### config.mk
export PLATFORM = sky130hd
export DESIGN_NAME = wakeup_msg_tx
export DESIGN_NICKNAME = d
export VERILOG_FILES = /design/src/rtl/wkb_pkg.sv /design/src/rtl/wk_baud_gen.sv /design/src/rtl/wk_frame_shift.sv /design/src/rtl/wk_gap_mon.sv /design/src/rtl/wakeup_msg_tx.sv
export SDC_FILE = /design/constraint.sdc
export NUM_CORES = 1
export LEC_CHECK = 0
export ABC_AREA = 1
export BUFFER_PORTS_ARGS = -buffer_cell sky130_fd_sc_hd__buf_2
export CORE_MARGIN = 10
export CORE_UTILIZATION = 54
export CTS_CLUSTER_SIZE = 30
export DETAILED_ROUTE_END_ITERATION = 12
export PLACE_DENSITY = 0.78
export SETUP_SLACK_MARGIN = 0.1
export SLEW_MARGIN = 20
export SYNTH_ARGS = -nofsm -noshare
export SYNTH_HDL_FRONTEND = slang
export SYNTH_SLANG_ARGS = --single-unit
### constraint.sdc
create_clock -name clk -period 2.15 [get_ports clk]
set_input_delay 0.215 -clock clk [delete_from_list [all_inputs] [get_ports clk]]
set_output_delay 0.215 -clock clk [all_outputs]
set_load 0.02 [all_outputs]
### src/rtl/wkb_pkg.sv
package wkb_pkg;
  // start bit + ninth marker bit + stop bit around the data
  localparam int FRAME_OVERHEAD = 3;

  typedef enum logic {
    TX_IDLE = 1'b0,
    TX_SEND = 1'b1
  } tx_state_e;
endpackage

### src/rtl/wk_baud_gen.sv
module wk_baud_gen #(
  parameter int DIV_W = 16
) (
  input  logic             clk,
  input  logic             rst_n,
  input  logic             run,
  input  logic             restart,
  input  logic [DIV_W-1:0] div,
  output logic             tick
);
  logic [DIV_W-1:0] cnt_q, cnt_d;
  logic             cnt_en;

  always_comb begin
    tick   = run && (cnt_q == div - DIV_W'(1));
    cnt_en = run || (cnt_q != '0);
    if (!run || restart || tick) cnt_d = '0;
    else                         cnt_d = cnt_q + DIV_W'(1);
  end

  always_ff @(posedge clk or negedge rst_n) begin
    if (!rst_n)      cnt_q <= '0;
    else if (cnt_en) cnt_q <= cnt_d;
  end

  // the bit counter never passes the divisor while running
  a_r2_count_in_range: assert property (@(posedge clk) disable iff (!rst_n)
    run |-> (cnt_q < div));
endmodule

### src/rtl/wk_frame_shift.sv
module wk_frame_shift
  import wkb_pkg::*;
#(
  parameter int DATA_W = 8
) (
  input  logic              clk,
  input  logic              rst_n,
  input  logic              load,
  input  logic [DATA_W-1:0] load_data,
  input  logic              load_wake,
  input  logic              tick,
  output logic              txd,
  output logic              busy,
  output logic              frame_end
);
  localparam int FRAME_W  = DATA_W + FRAME_OVERHEAD;
  localparam int IDX_W    = $clog2(FRAME_W);
  localparam int LAST_IDX = FRAME_W - 1;

  tx_state_e          st_q, st_d;
  logic [FRAME_W-1:0] sh_q, sh_d;
  logic [IDX_W-1:0]   idx_q, idx_d;
  logic               upd_en;

  assign busy      = (st_q == TX_SEND);
  assign frame_end = busy && tick && (idx_q == IDX_W'(LAST_IDX));
  assign txd       = busy ? sh_q[0] : 1'b1;

  always_comb begin
    st_d   = st_q;
    sh_d   = sh_q;
    idx_d  = idx_q;
    upd_en = load || (busy && tick);
    if (load) begin
      st_d  = TX_SEND;
      sh_d  = {1'b1, load_wake, load_data, 1'b0};
      idx_d = '0;
    end else if (busy && tick) begin
      sh_d  = {1'b1, sh_q[FRAME_W-1:1]};
      idx_d = idx_q + IDX_W'(1);
      if (frame_end) st_d = TX_IDLE;
    end
  end

  always_ff @(posedge clk or negedge rst_n) begin
    if (!rst_n) begin
      st_q  <= TX_IDLE;
      sh_q  <= '1;
      idx_q <= '0;
    end else if (upd_en) begin
      st_q  <= st_d;
      sh_q  <= sh_d;
      idx_q <= idx_d;
    end
  end

  // a loaded character opens with a low start bit
  a_r2_start_low: assert property (@(posedge clk) disable iff (!rst_n)
    load |=> (txd == 1'b0));
  // the final bit of a character is the high stop bit
  a_r2_stop_high: assert property (@(posedge clk) disable iff (!rst_n)
    frame_end |-> (txd == 1'b1));
  // busy follows every load
  a_r6_busy_after_load: assert property (@(posedge clk) disable iff (!rst_n)
    load |=> busy);
endmodule

### src/rtl/wk_gap_mon.sv
module wk_gap_mon #(
  parameter int GAP_W = 24
) (
  input  logic             clk,
  input  logic             rst_n,
  input  logic             frame_end,
  input  logic             busy,
  input  logic             accept,
  input  logic             accept_som,
  input  logic [GAP_W-1:0] gap_limit,
  input  logic             gap_clear,
  output logic             gap_violation
);
  logic [GAP_W-1:0] cnt_q, cnt_d;
  logic             armed_q, armed_d;
  logic             flag_q, flag_d;
  logic             late;

  always_comb begin
    cnt_d = cnt_q;
    if (busy)                   cnt_d = '0;
    else if (cnt_q < gap_limit) cnt_d = cnt_q + GAP_W'(1);
    armed_d = armed_q | frame_end;
    late    = accept && !accept_som && armed_q && !busy && (cnt_q >= gap_limit);
    flag_d  = late | (flag_q & ~gap_clear);
  end

  always_ff @(posedge clk or negedge rst_n) begin
    if (!rst_n) begin
      cnt_q   <= '0;
      armed_q <= 1'b0;
      flag_q  <= 1'b0;
    end else begin
      cnt_q   <= cnt_d;
      armed_q <= armed_d;
      flag_q  <= flag_d;
    end
  end

  assign gap_violation = flag_q;

  // flag holds until cleared
  a_r9_sticky: assert property (@(posedge clk) disable iff (!rst_n)
    (gap_violation && !gap_clear) |=> gap_violation);
  // a message-start byte never raises the flag
  a_r8_som_no_flag: assert property (@(posedge clk) disable iff (!rst_n)
    (!gap_violation && accept && accept_som) |=> !gap_violation);
endmodule

### src/rtl/wakeup_msg_tx.sv
module wakeup_msg_tx #(
  parameter int DATA_W = 8,
  parameter int DIV_W  = 16,
  parameter int GAP_W  = 24
) (
  input  logic              clk,
  input  logic              rst_n,
  input  logic [DIV_W-1:0]  baud_div,
  input  logic [GAP_W-1:0]  gap_limit,
  input  logic              in_valid,
  input  logic [DATA_W-1:0] in_data,
  input  logic              in_som,
  output logic              in_ready,
  input  logic              gap_clear,
  output logic              txd,
  output logic              busy,
  output logic              gap_violation
);
  logic tick;
  logic frame_end;
  logic accept;

  assign in_ready = !busy || frame_end;
  assign accept   = in_valid && in_ready;

  wk_baud_gen #(.DIV_W(DIV_W)) u_baud (
    .clk     (clk),
    .rst_n   (rst_n),
    .run     (busy),
    .restart (accept),
    .div     (baud_div),
    .tick    (tick)
  );

  wk_frame_shift #(.DATA_W(DATA_W)) u_shift (
    .clk       (clk),
    .rst_n     (rst_n),
    .load      (accept),
    .load_data (in_data),
    .load_wake (in_som),
    .tick      (tick),
    .txd       (txd),
    .busy      (busy),
    .frame_end (frame_end)
  );

  wk_gap_mon #(.GAP_W(GAP_W)) u_gap (
    .clk           (clk),
    .rst_n         (rst_n),
    .frame_end     (frame_end),
    .busy          (busy),
    .accept        (accept),
    .accept_som    (in_som),
    .gap_limit     (gap_limit),
    .gap_clear     (gap_clear),
    .gap_violation (gap_violation)
  );

  // the line rests high whenever nothing is in flight
  a_r1_idle_high: assert property (@(posedge clk) disable iff (!rst_n)
    !busy |-> txd);
  // a byte waiting at the stop-bit end starts with no idle cycle
  a_r5_zero_gap: assert property (@(posedge clk) disable iff (!rst_n)
    (frame_end && in_valid) |=> (busy && !txd));
endmodule

== Word level (Yosys, flattened, before mapping) ==
Cells that the tools add are included.
Word-level totals
  output and inout port bits: 4
  input port bits: 53
  logic and storage cells: 51
  register bits: 58
Operators by class
  reductions and logical operators: 21
  equality and inequality tests: 2
  order comparisons: 2
  add/subtract/negate cells: 4
  bitwise logic cells: 4
  muxes and demuxes: 11
Operators by type and width (count)
  two-way mux 24 bit: 2
  adder 24 x 1 -> 24 bit (second input constant): 1
  greater-or-equal comparator 24 bit: 1
  less-than comparator 24 bit: 1
  two-way mux 11 bit: 2
  adder 16 x 1 -> 16 bit (second input constant): 1
  == test 16 bit: 1
  two-way mux 16 bit: 1
  nonzero test 16 bit: 1
  subtractor 16 x 1 -> 16 bit (second input constant): 1
  logical AND 1 bit: 8
  two-way mux 4 bit: 2
  nonzero test 2 bit: 3
  logical OR 1 bit: 5
  adder 4 x 1 -> 4 bit (second input constant): 1
  == test 4 bit (second input constant): 1
  two-way mux 1 bit: 4
  AND reduction 3 bit: 1
  zero test 1 bit: 2
  OR 1 bit: 2
  AND reduction 2 bit: 1
  bitwise AND 1 bit: 1
  inverter 1 bit: 1

== Longest topological paths before layout ==
  depth in word-level cells: 12
  gate-level depth with buffers: 18
  depth with buffers taken out: 17

== By module ==
From an unflattened synthesis, not the netlist that was laid out.
Second synthesis, totals
  cells, all modules: 717
  area total of the unflattened synthesis: 5031.1 µm²
Modules (own cells, without submodules)
  wk_gap_mon: times used 1, seq. area each 650.6 µm², cells each 382, area an instance 2523.7 µm²
  wk_baud_gen: times used 1, seq. area each 400.4 µm², cells each 247, area an instance 1731.7 µm²
  wk_frame_shift: times used 1, seq. area each 387.9 µm², cells each 84, area an instance 755.7 µm²
  wakeup_msg_tx: times used 1, seq. area each 0.0 µm², cells each 4, area an instance 20.0 µm²

== Least setup slack after synthesis ==
No wires, ideal clock.
  path kind: in2reg
  from: input baud_div[0]
  to: register u_baud.cnt_q[10]
  required time: 2.005 ns
  arrival time: 1.970 ns
  stages: 16
  path buffers: 1
  setup time: 0.145 ns
  slack: 0.036 ns
  cells stage by stage: inv_1 -> ha_1 -> nand2_1 -> inv_1 -> nand2_1 -> nand3_1 -> nand2_1 -> nor2_2 -> nand2_1 -> nor3_4 -> nand3_4 -> nand2_4 -> nand2_4 -> nand2_4 -> buf_12 -> nor3_2
On the way
  word-level cells in the longest chain between the ends: 10
RTL lines
  start: declaration: line wakeup_msg_tx.sv:8  | input logic [DIV_W-1:0] baud_div,
  subtractor 16 x 1 -> 16 bit: line wk_baud_gen.sv:15  | tick = run && (cnt_q == div - DIV_W'(1));
  == test 16 bit: line wk_baud_gen.sv:15
  logical AND 1 bit: line wk_baud_gen.sv:15
  logical AND 1 bit (2 in series): line wk_frame_shift.sv:26  | assign frame_end = busy && tick && (idx_q == IDX_W'(LAST_IDX));
  logical OR 1 bit: line wakeup_msg_tx.sv:23  | assign in_ready = !busy || frame_end;
  net in_ready: line wakeup_msg_tx.sv:13  | output logic in_ready,
  logical AND 1 bit: line wakeup_msg_tx.sv:24  | assign accept = in_valid && in_ready;
  logical OR 1 bit (2 in series): line wk_baud_gen.sv:17  | if (!run || restart || tick) cnt_d = '0;
  two-way mux 16 bit: line wk_baud_gen.sv:17
  end signal: assignment: line wk_baud_gen.sv:23  | else if (cnt_en) cnt_q <= cnt_d;
  end: declaration: line wk_baud_gen.sv:11  | logic [DIV_W-1:0] cnt_q, cnt_d;
The timed path passes the listed nets, and every way through them passes these cells.
A chain may end at the register's enable or synchronous reset.

== Worst setup path after layout ==
  from: register u_baud.cnt_q[1]
  to: output in_ready
On the way
  word-level cells in the longest chain between the ends: 5
RTL lines (line)
  == test 16 bit: wk_baud_gen.sv:15
  logical AND 1 bit: wk_baud_gen.sv:15
  logical AND 1 bit (2 in series): wk_frame_shift.sv:26
  logical OR 1 bit: wakeup_msg_tx.sv:23
  end: declaration: wakeup_msg_tx.sv:13
Every way passes these cells.

==> impl_results.md <==
- Num CTS Buffers: 9
- Seq/Total Area, Yosys: 0.296
- Sequential share of power: 0.409
- Gr ovfl total: 0
- CTS clk-pin slew, worst paths: 80 ps
- Worst vdd ir: 0.392 mV
- Die Y-Extent: 115 um
- Synth unique cells: 46
- Largest net degree at the start of global routing: 58
- Cell Area, Synth: 4850 um2
- Syn_area_per_cell: 7.35 um2
- Port bufs: 56
- Placed cell count: 842
- Status: completed
- Hold_buf cts: 0
- Initial DRC count: 331
- Hold WS: 13.9 ps
- N_diodes: 0
- Die Footprint: 13200 um2
- GP Congestion: 1.02
- Layout cells sized above 1: 0.299
- Sw Share: 0.337
- CTS tree: yes
- Worst Hold Class: in2async
- Wire length per cell: 14.7 um
- MaxCap Viol Count: 0
- Vias in the first global route: 4478
- Area contributors post-synth: dfrtp_1 24%, nand2_1 12%, ha_1 7.7%
- Met1 Usage GRT: 0.257
- H-tree Lvls: 3
- DRC violations left: 0
- Met2 Usage GRT: 0.297
- Post-synth ARST share: 1.00
- Most Crowded Layer GR: met2
- Worst EP required: 1930 ps
- YS warnings: 0
- Drt via density: 5.39
- Endpoints failing setup: 0
- Initial Utilization: 0.557
- Tcrit/Tclk final: 0.986
- CP endpoint kind: primary output
- Tmin final: 2120 ps
- Synth area leader: dfrtp_1
- Fin cells: 876
- Nets: 846
- Die extent in x: 115 um
- RSZ-0062 raised after global routing: yes
- Clock Power Share: 0.330
- Cells after Synth: 660
- Root Driver: clkbuf_8
- Worst Max-Slew Pin Slew: 735 ps
- Power Density: 522 nW/um2
- Top Ports: 57
- Clk sinks: 57
- Setup Skew: 11.6 ps
- Crit path arrival time: 1910 ps
- Core ar.: 8720 um2
- Max Clk Rate: 0.472 GHz
- Slew margin rel.: 0.510
- GRT Overall Usage: 0.190
- Via Count: 4726
- First-pass GRT wire length: 21000 um
- Int Power: 2.11 mW
- Crit path kind: reg2out
- Final hold vios: 0
- Logic pwr share: 0.261
- Worst-skew pair later-pin latency: 340 ps
- Synth cell count leaders: 157 x nand2_1, 91 x inv_1, 67 x nand3_1
- DP HPWL: 9400 um
- Seq cells post-synth: 57
- Syn nets: 743
- Switching power: 1.07 mW
- Area fraction of the dominant cell type after synthesis: 0.242
- Antenna violations before repair: 0
- Synth Flop Type: dfrtp_1
- Total routed wirelength: 12900 um
- Routed Antenna Nets: 0
- Max Transition Viols Final: 0
- Finished Core Util: 0.697
- TritonRoute pass-1 iters: 6
- Count of standard-cell rows: 34
- Crit path launch type: register
- Most common cell in the synthesized netlist: nand2_1
- Maximum net fanout on the critical path: 4
- Area delta synth->final: 25.3%
- Met3 Use GR: 0.0464
- Bufs on Longest Clock Path: 2
- P_leak: 3.01 nW
- EDFF count, synth: 0
cell type report:
| type | instances | area (um2) |
|---|---|---|
| Clock buffer | 10 | 138 |
| Clock inverter | 6 | 65.1 |
| Fill cell | 708 | 2640 |
| Inverter | 94 | 359 |
| Multi-Input combinational cell | 491 | 3200 |
| Sequential cell | 57 | 1450 |
| Tap cell | 108 | 135 |
| Timing Repair Buffer | 110 | 732 |
layer usage:
metal	share of wire	vias to the layer above
met5	0	-
met4	0.012	0
met3	0.077	15
met2	0.47	164
met1	0.44	2188
li1	-	2359
stage by stage:
stage | power [mW] | TNS (ps) | setup slack (ps) | area, um2
after floorplan | 1.74 | 0 | 101 | 4880
after global placement | 1.92 | 0 | 33.6 | 5470
after detailed placement | 1.94 | -1810 | -121 | 5470
after CTS | 3.07 | -29.0 | -29.0 | 5760
after global routing | 3.35 | -410 | -86.2 | 6080
final | 3.17 | 0 | 29.3 | 6080
power by group through the flow:
stage / registers (mW) / clock network, mW / logic, mW
finish: 1.30 / 1.05 / 0.827
floorplan: 1.25 / 0 / 0.483
CTS: 1.28 / 1.06 / 0.726
detailed placement: 1.31 / 0 / 0.634
global placement: 1.30 / 0 / 0.615
global route: 1.30 / 1.12 / 0.923
kinds of logic (layout without fill, tap and decap cells):
kind of cell | count (synthesis) | after routing | synth area share
simple gates | 366 | 366 | 0.386
xor+xnor | 44 | 44 | 0.0794
fa+ha+maj | 30 | 30 | 0.0773
flops | 57 | 57 | 0.296
buf+inv | 112 | 220 | 0.0928
compound gates | 51 | 51 | 0.0683
state kept, by name, summed over array words and instances (netlist names):
register and flops:
u_shift.idx_q 4, u_shift.busy 1, u_shift.sh_q 10, u_gap.cnt_q 24
u_baud.cnt_q 16, u_gap.armed_q 1, u_gap.gap_violation 1
final timing paths:
path                                  endpoint  slack (ps)             from  cells past startpoint
hold reg to reg                u_shift.sh_q[9]         490  u_shift.sh_q[9]                      2
max in group asynchronous      u_baud.cnt_q[2]        1600            rst_n                      2
setup / recovery                      in_ready          30  u_baud.cnt_q[1]                     11
setup reg to reg               u_shift.sh_q[1]         100  u_baud.cnt_q[1]                     14
hold / removal                 u_gap.cnt_q[13]          10            rst_n                      2
min in group clk           u_gap.gap_violation          70        gap_clear                      2
cell usage in the layout (no fill, tap or decap), types with 17 or more instances in the layout:
| master | n |
|---|---|
| buf_2 | 55 |
| buf_4 | 49 |
| dfrtp_1 | 41 |
| ha_1 | 27 |
| inv_1 | 86 |
| nand2_1 | 151 |
| nand3_1 | 59 |
| nand4_1 | 19 |
| nor2_1 | 45 |
| o31ai_1 | 17 |
| xor2_1 | 24 |
worst max-delay path, cell delays in order (launching register included):
cell and delay, ps:
dfrtp_1 410, inv_2 80, nand2_1 80, nand3_2 80, nor2_4 110, nand3_2 70
nor2_1 90, nand2_1 100, nor3_4 190, nand3_4 110, nand2_4 100, buf_6 130
what timing repair did:
item / in CTS / in global routing
gates resized for setup: 13 / 51
setup endpoints to repair: 6 / 57
buffers inserted: 6 / 12
pin swaps: 13 / 21
No activity file was read; power rests on OpenSTA's default activity.
